## src/rtl/cla_pkg.sv

```systemverilog
package cla_pkg;
  localparam int CFG_W = 8;
  localparam int IN_PER_GRP = 3;

  typedef enum logic [1:0] {
    OP_NONE = 2'b00,
    OP_AND  = 2'b01,
    OP_OR   = 2'b10,
    OP_XOR  = 2'b11
  } cla_op_e;

  typedef enum logic [1:0] {
    PAIR_01  = 2'b00,
    PAIR_02  = 2'b01,
    PAIR_12  = 2'b10,
    PAIR_RSV = 2'b11
  } cla_pair_e;

  typedef struct packed {
    cla_op_e   op;     // [7:6]
    cla_pair_e pair;   // [5:4]
    logic      inv_a;  // [3]
    logic      inv_b;  // [2]
    logic      three;  // [1]
    logic      inv_c;  // [0]
  } cla_cfg_t;
endpackage

```

## src/rtl/cla_rst_sync.sv

```systemverilog
module cla_rst_sync (
  input  logic clk,
  input  logic rst_n,
  output logic rst_n_sync
);
  logic [1:0] stage_q;
  logic [1:0] stage_d;

  always_comb stage_d = {stage_q[0], 1'b1};

  always_ff @(posedge clk or negedge rst_n) begin
    if (!rst_n) stage_q <= 2'b00;
    else        stage_q <= stage_d;
  end

  assign rst_n_sync = stage_q[1];
endmodule

```

## src/rtl/cla_cfg_reg.sv

```systemverilog
module cla_cfg_reg
  import cla_pkg::*;
(
  input  logic     clk,
  input  logic     rst_n,
  input  logic     we,
  input  cla_cfg_t wdata,
  output cla_cfg_t cfg_q
);
  cla_cfg_t cfg_d;

  always_comb begin
    cfg_d = cfg_q;
    if (we) cfg_d = wdata;
  end

  always_ff @(posedge clk or negedge rst_n) begin
    if (!rst_n) cfg_q <= '0;
    else        cfg_q <= cfg_d;
  end

  // a write lands on the next edge
  a_r2_load: assert property (@(posedge clk) disable iff (!rst_n)
    we |=> (cfg_q == $past(wdata)));
  // no write, no change
  a_r2_hold: assert property (@(posedge clk) disable iff (!rst_n)
    !we |=> $stable(cfg_q));
endmodule

```

## src/rtl/cla_in_mux.sv

```systemverilog
module cla_in_mux #(
  parameter int WIDTH = 3
) (
  input  logic [WIDTH-1:0] raw_val,
  input  logic [WIDTH-1:0] deb_val,
  input  logic [WIDTH-1:0] use_deb,
  output logic [WIDTH-1:0] sel_val
);
  for (genvar i = 0; i < WIDTH; i++) begin : g_bit
    always_comb sel_val[i] = use_deb[i] ? deb_val[i] : raw_val[i];
  end
endmodule

```

## src/rtl/cla_gate.sv

```systemverilog
module cla_gate
  import cla_pkg::*;
(
  input  logic                  clk,
  input  logic                  rst_n,
  input  cla_cfg_t              cfg,
  input  logic [IN_PER_GRP-1:0] ins,
  input  logic                  arr_sel,
  input  logic                  gpio,
  output logic                  port_out,
  output logic                  active
);
  logic code_ok;
  logic in_a, in_b, in_c;
  logic op_a, op_b, op_c;
  logic result;

  always_comb begin
    code_ok = (cfg.op != OP_NONE) && (cfg.pair != PAIR_RSV) &&
              (cfg.three || !cfg.inv_c);
  end

  always_comb begin
    unique case (cfg.pair)
      PAIR_02: begin in_a = ins[0]; in_b = ins[2]; in_c = ins[1]; end
      PAIR_12: begin in_a = ins[1]; in_b = ins[2]; in_c = ins[0]; end
      default: begin in_a = ins[0]; in_b = ins[1]; in_c = ins[2]; end
    endcase
    op_a = in_a ^ cfg.inv_a;
    op_b = in_b ^ cfg.inv_b;
    op_c = in_c ^ cfg.inv_c;
  end

  always_comb begin
    unique case (cfg.op)
      OP_AND:  result = op_a & op_b & (op_c | !cfg.three);
      OP_OR:   result = op_a | op_b | (op_c & cfg.three);
      OP_XOR:  result = op_a ^ op_b ^ (op_c & cfg.three);
      default: result = 1'b0;
    endcase
  end

  always_comb begin
    active   = arr_sel && code_ok;
    port_out = active ? result : gpio;
  end

  // selector off means plain GPIO drive
  a_r8_sel_off: assert property (@(posedge clk) disable iff (!rst_n)
    !arr_sel |-> (port_out == gpio) && !active);
  // reserved pair field falls back to GPIO
  a_r7_rsv_pair: assert property (@(posedge clk) disable iff (!rst_n)
    (cfg.pair == PAIR_RSV) |-> !active && (port_out == gpio));
  // third-input inversion without third input is undefined
  a_r7_stray_inv: assert property (@(posedge clk) disable iff (!rst_n)
    (!cfg.three && cfg.inv_c) |-> !active && (port_out == gpio));
  // plain two-input AND on ports 0 and 1
  a_r3_and01: assert property (@(posedge clk) disable iff (!rst_n)
    (active && cfg.op == OP_AND && cfg.pair == PAIR_01 && !cfg.three &&
     !cfg.inv_a && !cfg.inv_b) |-> (port_out == (ins[0] & ins[1])));
  // three-input XOR is the parity of the inputs and inversions
  a_r6_xor3: assert property (@(posedge clk) disable iff (!rst_n)
    (active && cfg.op == OP_XOR && cfg.three) |->
      (port_out == (^ins ^ cfg.inv_a ^ cfg.inv_b ^ cfg.inv_c)));
endmodule

```

## src/rtl/cla_port_array.sv

```systemverilog
module cla_port_array
  import cla_pkg::*;
#(
  parameter int NUM_GRP = 2,
  localparam int NIN = NUM_GRP * IN_PER_GRP
) (
  input  logic               clk,
  input  logic               rst_n,
  input  logic [NIN-1:0]     pin_sync,
  input  logic [NIN-1:0]     pin_deb,
  input  logic [NIN-1:0]     in_sel,
  input  logic [NUM_GRP-1:0] cfg_we,
  input  logic [CFG_W-1:0]   cfg_wdata,
  input  logic [NUM_GRP-1:0] arr_sel,
  input  logic [NUM_GRP-1:0] gpio_out,
  output logic [NUM_GRP-1:0] port_out,
  output logic [NUM_GRP-1:0] arr_active
);
  logic rst_n_s;
  logic [NIN-1:0] gate_in;

  cla_rst_sync u_rst_sync (
    .clk        (clk),
    .rst_n      (rst_n),
    .rst_n_sync (rst_n_s)
  );

  cla_in_mux #(.WIDTH(NIN)) u_in_mux (
    .raw_val (pin_sync),
    .deb_val (pin_deb),
    .use_deb (in_sel),
    .sel_val (gate_in)
  );

  for (genvar g = 0; g < NUM_GRP; g++) begin : g_grp
    cla_cfg_t cfg_q;

    cla_cfg_reg u_cfg (
      .clk   (clk),
      .rst_n (rst_n_s),
      .we    (cfg_we[g]),
      .wdata (cla_cfg_t'(cfg_wdata)),
      .cfg_q (cfg_q)
    );

    cla_gate u_gate (
      .clk      (clk),
      .rst_n    (rst_n_s),
      .cfg      (cfg_q),
      .ins      (gate_in[g*IN_PER_GRP +: IN_PER_GRP]),
      .arr_sel  (arr_sel[g]),
      .gpio     (gpio_out[g]),
      .port_out (port_out[g]),
      .active   (arr_active[g])
    );
  end
endmodule

```

## config.mk

```make
export PLATFORM = sky130hd
export DESIGN_NAME = cla_port_array
export DESIGN_NICKNAME = d
export VERILOG_FILES = /design/src/rtl/cla_pkg.sv /design/src/rtl/cla_rst_sync.sv /design/src/rtl/cla_cfg_reg.sv /design/src/rtl/cla_in_mux.sv /design/src/rtl/cla_gate.sv /design/src/rtl/cla_port_array.sv
export SDC_FILE = /design/constraint.sdc
export NUM_CORES = 1
export LEC_CHECK = 0
export BUFFER_PORTS_ARGS = -buffer_cell sky130_fd_sc_hd__clkbuf_2
export CORE_MARGIN = 2
export CORE_UTILIZATION = 46
export DETAILED_ROUTE_END_ITERATION = 8
export PLACE_DENSITY = 0.84
export SYNTH_ARGS = -nofsm -noshare
export SYNTH_HDL_FRONTEND = slang
export SYNTH_SLANG_ARGS = --single-unit
```

## constraint.sdc

```tcl
create_clock -name clk -period 2.14 [get_ports clk]
set_input_delay 0.107 -clock clk [delete_from_list [all_inputs] [get_ports clk]]
set_output_delay 0.107 -clock clk [all_outputs]
set_load 0.01 [all_outputs]
```

# Yosys cells after proc, flatten, opt, wreduce, memory -nomap -nowiden
# Index checks and enable logic that the tools add are counted.
# op_classes
eq_ne	12
n_mux	16
n_bitwise	22
reduce_logical	16
# op_table
operator	count
equality test 2 bit (second input constant)	6
2-to-1 mux 1 bit	12
XOR 1 bit	10
equality test 2 x 1 -> 1 bit (second input constant)	4
bitwise AND 1 bit	6
logical AND 1 bit	6
OR 1 bit	6
case mux 1 bit (3 select lines)	2
zero test 1 bit	4
inequality test 2 bit (second input constant)	2
case mux 1 bit (2 select lines)	2
nonzero test 2 bit	2
OR reduction 2 bit	2
logical OR 1 bit	2
# totals
ff_bits	18
input_bits	34
output_inout_bits	4
word_cells	79

# Longest topological paths before layout
# Gate-level depths: netlist (run 1).
# depth
word_depth	8
mapped_depth	13
ltp_nobuf	12

# Hierarchy
# Synthesis (run 1) repeated with hierarchy kept, for this count alone.
# hier_totals
hier_cells	117
hier_area_um2	1420.1
# modules_own_cells
mod	instances	cells_per_inst	area_each_um2	seq_area_each_um2
cla_cfg_reg	2	17	331.6	200.2
cla_gate	2	37	306.5	0.0
cla_in_mux	1	6	90.1	0.0
cla_rst_sync	1	3	53.8	50.0

# Worst setup path after synthesis (run 1)
# OpenSTA, ideal clock, no wires.
# synth_path
path_type	reg2out
start	register g_grp[0].u_cfg.cfg_q[4] (netlist name)
end	output port_out[0]
t_arrival_ns	2.222
t_required_ns	2.033
path_slack_ns	-0.189
path_stages_with_launch	14
n_path_buf	1
cell_sequence	dfrtp_1 > inv_1 > ha_1 > nor2_1 > a21oi_1 > xnor2_1 > ha_1 > nand2b_1 > a21oi_1 > nand2_1 > o211a_1 > a21oi_1 > a21bo_2 > buf_4
# synth_between
elab_chain_cells	8
word_cells_on_any_way	23
classes_between	eq/ne: 3; mux: 5; bitwise: 11; reduce/logical: 4
# synth_lines
element	line_no	rtl
equality test 2 x 1 -> 1 bit or equality test 2 bit (tied branches)	cla_gate.sv:24	unique case (cfg.pair)
OR reduction 2 bit (no source line)	-	
2-to-1 mux 1 bit	cla_gate.sv:24	
XOR 1 bit	cla_gate.sv:30	op_b = in_b ^ cfg.inv_b;
XOR 1 bit (tied with other cells) (2 in a row)	cla_gate.sv:38	OP_XOR: result = op_a ^ op_b ^ (op_c & cfg.three);
case mux 1 bit (3 select lines)	cla_gate.sv:35	unique case (cfg.op)
2-to-1 mux 1 bit (*)	cla_gate.sv:45	port_out = active ? result : gpio;
end: declaration	cla_port_array.sv:16	output logic [NUM_GRP-1:0] port_out,
# Mark *: on every way between the ends. The rest lies on a longest branch, timed or not.

# Worst setup path after layout (run 1)
# layout_path
start	register g_grp[0].u_cfg.cfg_q[5] (netlist name)
end	output port_out[0]
# layout_between
elab_chain_cells	8
word_cells_on_any_way	23
classes_between	eq/ne: 3; mux: 5; bitwise: 11; reduce/logical: 4
# layout_lines
element	line_no
equality test 2 x 1 -> 1 bit or equality test 2 bit (tied branches)	cla_gate.sv:24
OR reduction 2 bit (no source line)	-
2-to-1 mux 1 bit	cla_gate.sv:24
XOR 1 bit	cla_gate.sv:30
XOR 1 bit (tied with other cells) (2 in a row)	cla_gate.sv:38
case mux 1 bit (3 select lines)	cla_gate.sv:35
2-to-1 mux 1 bit (*)	cla_gate.sv:45
# Marks and branches as above.

==> flow_metrics.py, run 1 <==
metrics = {
    "place": {
        "postPlaceCellArea_um2": 1570,
        "placed_cells": 197,
        "finalWeightedCongestion": 0.716,
        "io_buffers": 37,
        "dp_slack_ns": -0.267,
        "dp_hpwl_mm": 2.22,
    },
    "power": {
        "total_power_mw": 1.09,
        "leakage_nw": 0.872,
        "ir_worst_vdd_uv": 520,
        "power.density_nw_per_um2": 628,
    },
    "sta": {
        "rsz0062_at_grt": "yes",
        "whs_ns": 0.0414,
        "fin_skew_ns": 0.000697,
        "max_freq_mhz": 377,
        "hold_viol_final": 0,
        "slew_viol_final": 0,
        "finalCriticalPeriod_ns": 2.65,
        "relSlewSlack_pct": 57.0,
        "worst_slew_pin_slew_ns": 0.646,
        "setup_viol": 2,
        "worst_slack_ns": -0.511,
        "tns_ns": -1.01,
        "post-route-period-util_pct": 124,
    },
    "die": {
        "io_pins": 38,
        "die_area_um2": 3170,
        "die_w_um": 56.3,
        "die_y_um": 56.3,
        "coreArea_um2": 2540,
        "rows": 18,
        "start_util_pct": 49.5,
    },
    "status": {
        "violations": "negative setup slack",
        "status": "finished with violations",
    },
    "detailed_routing": {
        "vias": 1090,
        "wl_met2_mm": 1.56,
        "drt_iter0_markers": 15,
        "wl_per_cell_um": 13.7,
        "route.met3.wl_um": 161,
        "ant_nets": 0,
        "totalWireLength_mm": 2.88,
        "drtPass1Iterations": 4,
        "via_per_inst": 5.19,
        "highest_layer": "met4",
        "drt-met1-wl_mm": 1.12,
        "post-route-drc-count": 0,
    },
    "logic_synthesis": {
        "ys_ff_latch": 18,
        "ys_async_sr_fraction_pct": 100,
        "synth_fp_nets": 169,
        "synth_cell_types": 33,
        "synth_area_um2": 1260,
        "yosysTopAreaCellShare_pct": 35.8,
        "synth_top_flop_cell": "dfrtp_1",
        "synth_area_leaders": "dfrtp_1 36%, mux2_2 13%, ha_1 9.9%",
        "synth_edf_count": 0,
        "postSynthCellCount": 125,
        "synth_top_cell_by_area": "dfrtp_1",
        "ys_seq_area_share_pct": 35.8,
        "ys_warn_count": 0,
        "avgSynthCellArea_um2": 10.1,
    },
    "layout": {
        "final_cell_mix": "37 x clkbuf_2, 19 x buf_4, 18 x dfrtp_1",
        "layout-drive-gt1-share_pct": 55.6,
        "syn_to_final_growth_pct": 37.7,
        "n_fill_cell": 183,
        "final_common_cell": "clkbuf_2",
        "fin_area_um2": 1730,
        "nNetsFinal": 225,
        "final_cells": 210,
        "finish.utilization_pct": 68.1,
        "diodes": 0,
    },
    "global_routing": {
        "grtUsageTotal_pct": 18.9,
        "antenna_found_initial": 0,
        "grt_pass1_vias": 1089,
        "grt_pass1_wl_mm": 4.68,
        "grt_start_max_net_pins": 17,
        "grt-ovfl-total": 0,
    },
    "critical_path": {
        "worst_setup_path_end_kind": "output port",
        "required_ns": 2.03,
        "startpoint_type": "register",
        "arrival_ns": 2.54,
        "crit_fanout": 3,
        "path_class": "reg2out",
    },
    "clocking": {
        "insertion_delay_ns": 0.30,
        "clock_path_buffers": 2,
        "cts_root_buf": "clkbuf_4",
        "clkTransAtPathRegs_ns": 0.10,
        "numCtsBuffers": 3,
        "cts_tree": "built",
        "htreeDepth": 1,
        "cts_num_sinks": 18,
    },
    "worst_hold_path": {
        "hp-class": "in2reg",
    },
    "flow_run": {
        "drv_cap": 0,
    },
}
## layout make-up
| cell class | instances | area (µm²) | area share (%) |
|---|---|---|---|
| Timing Repair Buffer | 57 | 338 | 19.5 |
| Inverter | 12 | 45.0 | 2.60 |
| Clock buffer | 4 | 36.3 | 2.09 |
| Sequential cell | 18 | 450 | 26.0 |
| Multi-Input combinational cell | 89 | 826 | 47.7 |
| Tap cell | 30 | 37.5 | 2.17 |
## critical path: stages (launching register included)
cell and delay [ns]:
dfrtp_1 0.42, ha_4 0.30, nor2_4 0.03, a21oi_2 0.14, xnor2_2 0.10, ha_1 0.33, nand2b_4 0.16, a21oi_2 0.11
nand2_1 0.06, o211a_1 0.12, a21oi_1 0.13, a21bo_2 0.22, clkbuf_2 0.12
## worst paths after layout
| check | endpoint | slack (ns) | start | cells after the start |
|---|---|---|---|---|
| min in group asynchronous | u_rst_sync.stage_q[0] | 0.11 | rst_n | 2 |
| min | g_grp[0].u_cfg.cfg_q[5] | 0.04 | cfg_wdata[5] | 3 |
| max reg2reg | g_grp[0].u_cfg.cfg_q[4] | 1.23 | g_grp[0].u_cfg.cfg_q[4] | 4 |
| max | port_out[0] | -0.51 | g_grp[0].u_cfg.cfg_q[5] | 12 |
| max in group asynchronous | g_grp[1].u_cfg.cfg_q[6] | 1.46 | u_rst_sync.stage_q[1] | 0 |
| min reg2reg | g_grp[0].u_cfg.cfg_q[3] | 0.27 | u_rst_sync.stage_q[1] | 0 |
## layer usage
layer / global-route usage (%) / up-vias
li1: - / 538
met1: 19.9 / 516
met2: 36.3 / 29
met3: 5.30 / 7
met4: 5.10 / 0
met5: 0 / -
## registers in the layout, indices dropped and copies added, names as in the netlist
| register | cells |
|---|---|
| g_grp.u_cfg.cfg_q | 16 |
| u_rst_sync.stage_q | 2 |
## synth_stat cells (2+ instances only)
| master | n |
|---|---|
| mux2_2 | 15 |
| nand2b_1 | 4 |
| dfrtp_1 | 18 |
| a21oi_1 | 7 |
| o21ai_0 | 6 |
| nand3_1 | 2 |
| nand2_1 | 8 |
| o21a_1 | 2 |
| ha_1 | 10 |
| mux2i_1 | 2 |
| nor2b_1 | 4 |
| buf_4 | 4 |
| inv_1 | 12 |
| a221oi_2 | 2 |
| clkbuf_1 | 2 |
| nor2_1 | 6 |
| xnor2_1 | 5 |
## cells by family (layout without fill, tap and decap cells)
kind of cell               Yosys count  in the layout  share of synthesized area (%)
AOI/OAI and AO/OA                   26             26                           16.2
adders and majority gates           10             10                           9.94
buffers and inverters               18             73                           6.56
muxes                               18             18                           16.2
and+or+nand+nor                     29             29                           11.5
DFF                                 18             18                           35.8
xor gates and xnor gates             5              5                           3.48
other                                1              1                          0.298
## power breakdown
group	internal, mW	switching, mW
registers	0.371	0.0404
logic	0.267	0.198
clock network	0.104	0.108
## repair_timing
item | 4_1_cts | 5_1_grt
setup buffers | 4 | 4
hold endpoints to repair | 2 | 0
pin swaps | 9 | 4
gates resized for setup | 6 | 6
endpoints found under the setup margin | 2 | 2
hold buffers | 1 | 0
Note: power is estimated with default switching activity, not from simulation.
==> run 2: changes to the inputs <==
--- a/config.mk
+++ b/config.mk
@@ -7,9 +7,10 @@
 export LEC_CHECK = 0
 export BUFFER_PORTS_ARGS = -buffer_cell sky130_fd_sc_hd__clkbuf_2
 export CORE_MARGIN = 2
-export CORE_UTILIZATION = 46
+export CORE_UTILIZATION = 47
 export DETAILED_ROUTE_END_ITERATION = 8
 export PLACE_DENSITY = 0.84
 export SYNTH_ARGS = -nofsm -noshare
 export SYNTH_HDL_FRONTEND = slang
+export SYNTH_HIERARCHICAL = 1
 export SYNTH_SLANG_ARGS = --single-unit
==> run 2 against run 1 <==
Compared with the run above:
- the flow finishes with violations (design-rule violations, negative setup slack)
- clock skew is 0.0028 ns higher
- first-iteration DRC count is 27% lower
- worst setup slack improved by 0.044 ns
- design area increased by 4.0%
- power increased by 3.7%
- critical path depth fell by 2
- non-clock buffer count is 7 lower
- highest routed layer unchanged
==> flow_metrics.py, run 2 <==
metrics = {
    "status": {
        "status": "finished with violations",
        "violations": "design-rule violations, negative setup slack",
    },
    "die": {
        "die_y_um": 59.0,
        "die_w_um": 59.0,
        "start_util_pct": 50.6,
        "io_pins": 38,
        "die_area_um2": 3480,
        "coreArea_um2": 2810,
        "rows": 19,
    },
    "sta": {
        "worst_slew_pin_slew_ns": 0.633,
        "worst_slack_ns": -0.467,
        "rsz0062_at_grt": "yes",
        "setup_viol": 2,
        "tns_ns": -0.885,
        "max_freq_mhz": 384,
        "slew_viol_final": 0,
        "finalCriticalPeriod_ns": 2.61,
        "whs_ns": 0.0619,
        "fin_skew_ns": 0.00349,
        "post-route-period-util_pct": 122,
        "relSlewSlack_pct": 57.8,
        "hold_viol_final": 0,
    },
    "detailed_routing": {
        "wl_per_cell_um": 15.0,
        "route.met3.wl_um": 107,
        "totalWireLength_mm": 3.00,
        "via_per_inst": 5.35,
        "post-route-drc-count": 1,
        "wl_met2_mm": 1.60,
        "drt_iter0_markers": 11,
        "vias": 1070,
        "highest_layer": "met4",
        "drtPass1Iterations": 6,
        "ant_nets": 0,
        "drt-met1-wl_mm": 1.26,
    },
    "layout": {
        "final_common_cell": "clkbuf_2",
        "n_fill_cell": 214,
        "syn_to_final_growth_pct": 26.9,
        "nNetsFinal": 214,
        "largest_register": "g_grp.u_cfg/cfg_q",
        "reg_top3": "g_grp.u_cfg/cfg_q (16), u_rst_sync/stage_q (2)",
        "final_cell_mix": "35 x clkbuf_2, 22 x mux2_4, 18 x dfrtp_1",
        "diodes": 0,
        "largest_register_ffs": 16,
        "layout-drive-gt1-share_pct": 52.7,
        "fin_area_um2": 1800,
    },
    "clocking": {
        "htreeDepth": 1,
        "insertion_delay_ns": 0.29,
        "cts_num_sinks": 18,
        "cts_root_buf": "clkbuf_4",
        "clkTransAtPathRegs_ns": 0.09,
        "clock_path_buffers": 2,
        "cts_tree": "built",
        "numCtsBuffers": 3,
    },
    "critical_path": {
        "cp_cell_sequence": "buf_4 > buf_4 > inv_1 > ha_1 > a221oi_2 > or3_1 > a21boi_0 > o311ai_1 > o21ai_2 > buf_2",
        "startpoint_type": "register",
        "cp_num_cells": 10,
        "r2r-start": "g_grp[0].u_cfg/cfg_q[5]",
        "arrival_ns": 2.50,
        "cp_slowest_cell": "o311ai_1",
        "critPathTopFamily": "compound AO/OA/AOI/OAI gates",
        "crit_start": "g_grp[0].u_cfg/cfg_q[5]",
        "required_ns": 2.03,
        "path_class": "reg2out",
        "crit_buf_inv": 4,
        "worst_setup_path_end_kind": "output port",
        "crit_fanout": 3,
        "slowest_delay_ns": 0.44,
        "cpMostUsedCell": "buf_4",
        "r2r_cells": 3,
    },
    "worst_hold_path": {
        "hp-start": "cfg_wdata[2]",
        "hp-class": "in2reg",
        "hold_path_depth": 2,
    },
    "place": {
        "dp_slack_ns": -0.181,
        "finalWeightedCongestion": 0.824,
        "dp_hpwl_mm": 2.42,
        "postPlaceCellArea_um2": 1720,
        "io_buffers": 37,
    },
    "global_routing": {
        "grt_pass1_wl_mm": 4.83,
        "antenna_found_initial": 0,
        "grt-ovfl-total": 0,
        "grt_start_max_net_pins": 17,
        "grt_pass1_vias": 1146,
        "grtUsageTotal_pct": 18.6,
    },
    "logic_synthesis": {
        "synth_area_leaders": "dfrtp_1 32%, mux2_4 23%, ha_1 8.8%",
        "ys_warn_count": 6,
        "synth.most_common_cell": "mux2_4",
        "ys_seq_area_share_pct": 31.7,
        "synth_cell_types": 24,
        "postSynthCellCount": 117,
        "avgSynthCellArea_um2": 12.1,
        "synth_top_flop_cell": "dfrtp_1",
        "ys_async_sr_fraction_pct": 100,
        "synth_area_um2": 1420,
        "synth_fp_nets": 161,
        "synth_edf_count": 0,
        "synthTopCellsByCount": "22 x mux2_4, 18 x dfrtp_1, 14 x inv_1",
        "ys_ff_latch": 18,
        "synth_top_cell_by_area": "dfrtp_1",
        "yosysTopAreaCellShare_pct": 31.7,
    },
    "flow_run": {
        "drv_cap": 0,
    },
    "power": {
        "power.net_switching_uw": 371,
        "pwr-share-clk_pct": 18.0,
        "power.density_nw_per_um2": 627,
        "leakage_nw": 0.932,
        "cellInternalPower_uw": 758,
        "switching_share_pct": 32.9,
        "combinationalPowerShare_pct": 45.2,
        "ir_worst_vdd_uv": 380,
        "seq_power_share_pct": 36.8,
    },
}
==> run 2: cell types whose count changed after synthesis, sizes merged, moves of 3 or more <==
cell / before / now
nand2b: 4 / 0
nor2: 6 / 2
xor2: 0 / 6
a21oi: 7 / 0
mux2i: 2 / 8
xnor2: 5 / 2
mux2: 16 / 22
nand2: 8 / 2
==> run 2: worst paths after layout <==
path,slack (ns),to
worst max-delay path,-0.47,port_out[0]
worst min-delay path,0.06,g_grp[0].u_cfg/cfg_q[2]
worst max register to register,1.07,g_grp[0].u_cfg/cfg_q[5]
worst min register to register,0.26,g_grp[0].u_cfg/cfg_q[0]
max in group asynchronous,1.47,g_grp[0].u_cfg/cfg_q[5]
min in group asynchronous,0.13,u_rst_sync/stage_q[0]
==> run 2: metrics by stage <==
| step | util (%) | power, mW | instances |
|---|---|---|---|
| after floorplan | - | 0.743 | 117 |
| after global placement | 61.4 | 0.855 | 192 |
| after detailed placement | 61.4 | 0.888 | 192 |
| after CTS | 63.8 | 1.12 | 199 |
| after global routing | 64.2 | 1.20 | 200 |
| final | 64.2 | 1.13 | 200 |
==> run 2: cells by family after synthesis <==
| group | count (synthesis) | share of synthesized area, % |
|---|---|---|
| XOR/XNOR | 8 | 4.93 |
| other | 1 | 0.264 |
| adder cells (fa/ha/maj) | 10 | 8.81 |
| AO/OA/AOI/OAI | 18 | 10.4 |
| AND/OR/NAND/NOR | 16 | 9.69 |
| flip-flops | 18 | 31.7 |
| buffers and inverters | 16 | 5.29 |
| multiplexers | 30 | 28.9 |
==> run 2: area by class of cell <==
class	instances	area (µm²)	area share, %
tap	31	38.8	2.15
clock buffer	4	36.3	2.01
timing repair buffer	50	285	15.8
sequential	18	450	25.0
inverter	14	52.6	2.92
multi-input combinational	83	938	52.1
==> run 2: what timing repair did <==
item | CTS | global route
hold buffers | 1 | 0
gates cloned | 0 | 0
pin swaps | 11 | 8
endpoints found under the hold margin | 2 | 0
resized for setup | 2 | 4
endpoints found under the setup margin | 2 | 2
buffers inserted | 2 | 1
==> run 2: power groups by stage <==
stage | sequential, mW | combinational, mW | clock [mW]
2_1_floorplan | 0.412 | 0.331 | 0
3_3_place_gp | 0.418 | 0.436 | 0
3_5_place_dp | 0.421 | 0.467 | 0
4_1_cts | 0.415 | 0.489 | 0.212
5_1_grt | 0.420 | 0.556 | 0.224
6_report | 0.415 | 0.510 | 0.204
==> run 2: metal layers <==
layer,global-route usage (%),up-vias
li1,-,518
met1,19.8,523
met2,35.6,24
met3,4.80,5
met4,5.19,0
met5,0,-
==> run 2: worst reg2reg max path: cells and delay by family (launching register included) <==
kind                   cells  cell delay, ns
buffers and inverters      2            0.28
DFF                        1            0.42
muxes                      1            0.26
==> run 3: changes to the inputs <==
--- a/config.mk
+++ b/config.mk
@@ -6,10 +6,11 @@
 export NUM_CORES = 1
 export LEC_CHECK = 0
 export BUFFER_PORTS_ARGS = -buffer_cell sky130_fd_sc_hd__clkbuf_2
+export CAP_MARGIN = 20
 export CORE_MARGIN = 2
 export CORE_UTILIZATION = 47
 export DETAILED_ROUTE_END_ITERATION = 8
-export PLACE_DENSITY = 0.84
+export PLACE_DENSITY = 0.75
 export SYNTH_ARGS = -nofsm -noshare
 export SYNTH_HDL_FRONTEND = slang
 export SYNTH_HIERARCHICAL = 1
==> run 3 against run 2 <==
Compared with the run above:
- the flow still finishes with violations (design-rule violations, negative setup slack)
- wire length decreased by 7.7%
- first-iteration DRC count increased by 73%
- critical endpoint unchanged
- critical path depth increased by 3
- clock-buffer cell count unchanged
- sequential share of layout area decreased by 0.27 points
- clock skew about the same
- die area unchanged
==> flow_metrics.py, run 3 (synthesis gave the netlist of run 2 again) <==
metrics = {
    "sta": {
        "max_freq_mhz": 393,
        "whs_ns": 0.0544,
        "slew_viol_final": 0,
        "post-route-period-util_pct": 119,
        "fin_skew_ns": 0.00391,
        "setup_viol": 2,
        "relSlewSlack_pct": 56.6,
        "tns_ns": -0.797,
        "rsz0062_at_grt": "yes",
        "worst_slack_ns": -0.403,
        "finalCriticalPeriod_ns": 2.54,
        "worst_slew_pin_slew_ns": 0.651,
        "hold_viol_final": 0,
    },
    "layout": {
        "fin_area_um2": 1820,
        "diodes": 0,
        "final_cell_mix": "36 x clkbuf_2, 22 x mux2_4, 18 x dfrtp_1",
        "final_common_cell": "clkbuf_2",
        "n_fill_cell": 233,
        "seq_area_um2": 450,
        "layout-drive-gt1-share_pct": 52.9,
        "nNetsFinal": 217,
        "largest_register_ffs": 16,
        "largest_register": "g_grp.u_cfg/cfg_q",
        "reg_top3": "g_grp.u_cfg/cfg_q (16), u_rst_sync/stage_q (2)",
        "syn_to_final_growth_pct": 28.3,
        "multiInputGateArea_um2": 936,
    },
    "die": {
        "die_w_um": 59.0,
        "start_util_pct": 50.6,
        "io_pins": 38,
        "coreArea_um2": 2810,
        "rows": 19,
        "die_y_um": 59.0,
        "die_area_um2": 3480,
    },
    "power": {
        "cellInternalPower_uw": 775,
        "ir_worst_vdd_uv": 442,
        "leakage_nw": 0.943,
        "combinationalPowerShare_pct": 45.4,
        "switching_share_pct": 32.0,
        "power.net_switching_uw": 365,
        "seq_power_share_pct": 36.3,
        "pwr-share-clk_pct": 18.4,
        "power.density_nw_per_um2": 626,
    },
    "place": {
        "finalWeightedCongestion": 0.716,
        "io_buffers": 37,
        "postPlaceCellArea_um2": 1710,
        "dp_hpwl_mm": 2.32,
        "dp_slack_ns": -0.131,
    },
    "global_routing": {
        "antenna_found_initial": 0,
        "grt_start_max_net_pins": 17,
        "grt_pass1_vias": 1080,
        "grt-ovfl-total": 0,
        "grtUsageTotal_pct": 17.1,
        "grt_pass1_wl_mm": 4.50,
    },
    "critical_path": {
        "crit_fanout": 2,
        "startpoint_type": "register",
        "worst_setup_path_end_kind": "output port",
        "rrSetupSlack_ns": 1.07,
        "path_class": "reg2out",
        "cp-endpoint": "port_out[0]",
        "cp_cell_sequence": "ha_4 > mux2i_1 > xor2_1 > buf_4 > buf_4 > buf_4 > inv_1 > ha_1 > inv_1 > a311oi_2 > mux2i_1 > o21ai_2 > buf_2",
        "cp_slowest_cell": "dfrtp_1",
        "r2r-start": "g_grp[1].u_cfg/cfg_q[5]",
        "required_ns": 2.03,
        "r2r_cells": 3,
        "timing.rr.end": "g_grp[1].u_cfg/cfg_q[5]",
        "arrival_ns": 2.44,
        "cpMostUsedCell": "buf_4",
        "crit_start": "g_grp[0].u_cfg/cfg_q[5]",
        "slowest_delay_ns": 0.42,
    },
    "clocking": {
        "cts_root_buf": "clkbuf_4",
        "clkTransAtPathRegs_ns": 0.10,
        "cts_num_sinks": 18,
        "insertion_delay_ns": 0.30,
        "cts_tree": "built",
        "clock_path_buffers": 2,
        "htreeDepth": 1,
        "numCtsBuffers": 3,
    },
    "detailed_routing": {
        "vias": 1076,
        "ant_nets": 0,
        "post-route-drc-count": 1,
        "drt_iter0_markers": 19,
        "totalWireLength_mm": 2.77,
        "wl_per_cell_um": 13.6,
        "via_per_inst": 5.30,
        "drtPass1Iterations": 6,
    },
    "status": {
        "status": "finished with violations",
        "violations": "design-rule violations, negative setup slack",
    },
    "flow_run": {
        "drv_cap": 0,
    },
    "worst_hold_path": {
        "hold_path_depth": 2,
        "hp-class": "in2reg",
    },
}
run 3: changes by cell type in the layout (fill, tap and decap cells not counted):
cell / delta
clkbuf_2: +1
mux2i_2: +1
a221oi_2: -1
a221oi_1: +1
buf_2: -1
inv_2: -1
buf_4: +3
inv_1: +1
mux2i_1: -1
run 3: what timing repair did:
action | CTS | global route
gates resized for setup | 0 | 4
pin swaps | 10 | 7
endpoints found under the setup margin | 2 | 2
setup buffers | 5 | 2
endpoints found under the hold margin | 2 | 0
hold buffers | 1 | 0
run 3: metal layers:
metal | part of all wire (%) | global-route usage (%) | vias to the layer above
met5 | 0 | 0 | -
met4 | 0.87 | 3.90 | 0
met3 | 4.3 | 3.93 | 4
met2 | 50 | 30.2 | 21
met1 | 45 | 21.2 | 527
li1 | - | - | 524
run 3: worst min path at each step:
stage / from / to / slack [ns]
after floorplan: rst_n / u_rst_sync/stage_q[0] / -0.19
after global placement: rst_n / u_rst_sync/stage_q[0] / -0.11
after detailed placement: rst_n / u_rst_sync/stage_q[1] / -0.10
after CTS: cfg_wdata[5] / g_grp[0].u_cfg/cfg_q[5] / 0.04
after global routing: cfg_wdata[6] / g_grp[1].u_cfg/cfg_q[6] / 0.05
final: cfg_wdata[5] / g_grp[0].u_cfg/cfg_q[5] / 0.05
run 3: cell type report:
class / instances / share of cell area, %
Clock buffer: 4 / 1.99
Sequential cell: 18 / 24.7
Timing Repair Buffer: 53 / 16.9
Multi-Input combinational cell: 83 / 51.4
Inverter: 14 / 2.88
Tap cell: 31 / 2.13
run 3: power groups by stage:
stage	Clock (mW)	Combinational (mW)	Sequential [mW]
floorplan	0	0.331	0.412
global placement	0	0.436	0.419
detailed placement	0	0.457	0.421
CTS	0.216	0.501	0.414
global route	0.233	0.570	0.420
finish	0.210	0.517	0.413
run 3: worst max-delay path, delay by kind of cell, from the launching register on:
kind / cells / cell delay, ns
AOI/OAI and AO/OA: 2 / 0.10
adders and majority gates: 2 / 0.45
buffers and inverters: 6 / 0.56
DFF: 1 / 0.42
muxes: 2 / 0.37
xor gates and xnor gates: 1 / 0.24
run 3: metrics by stage:
| stage | utilization [%] | power, mW | instances |
|---|---|---|---|
| after global routing | 64.9 | 1.22 | 203 |
| final | 64.9 | 1.14 | 203 |
| after global placement | 61.1 | 0.855 | 191 |
| after detailed placement | 61.1 | 0.877 | 191 |
| after floorplan | - | 0.743 | 117 |
| after CTS | 64.1 | 1.13 | 201 |
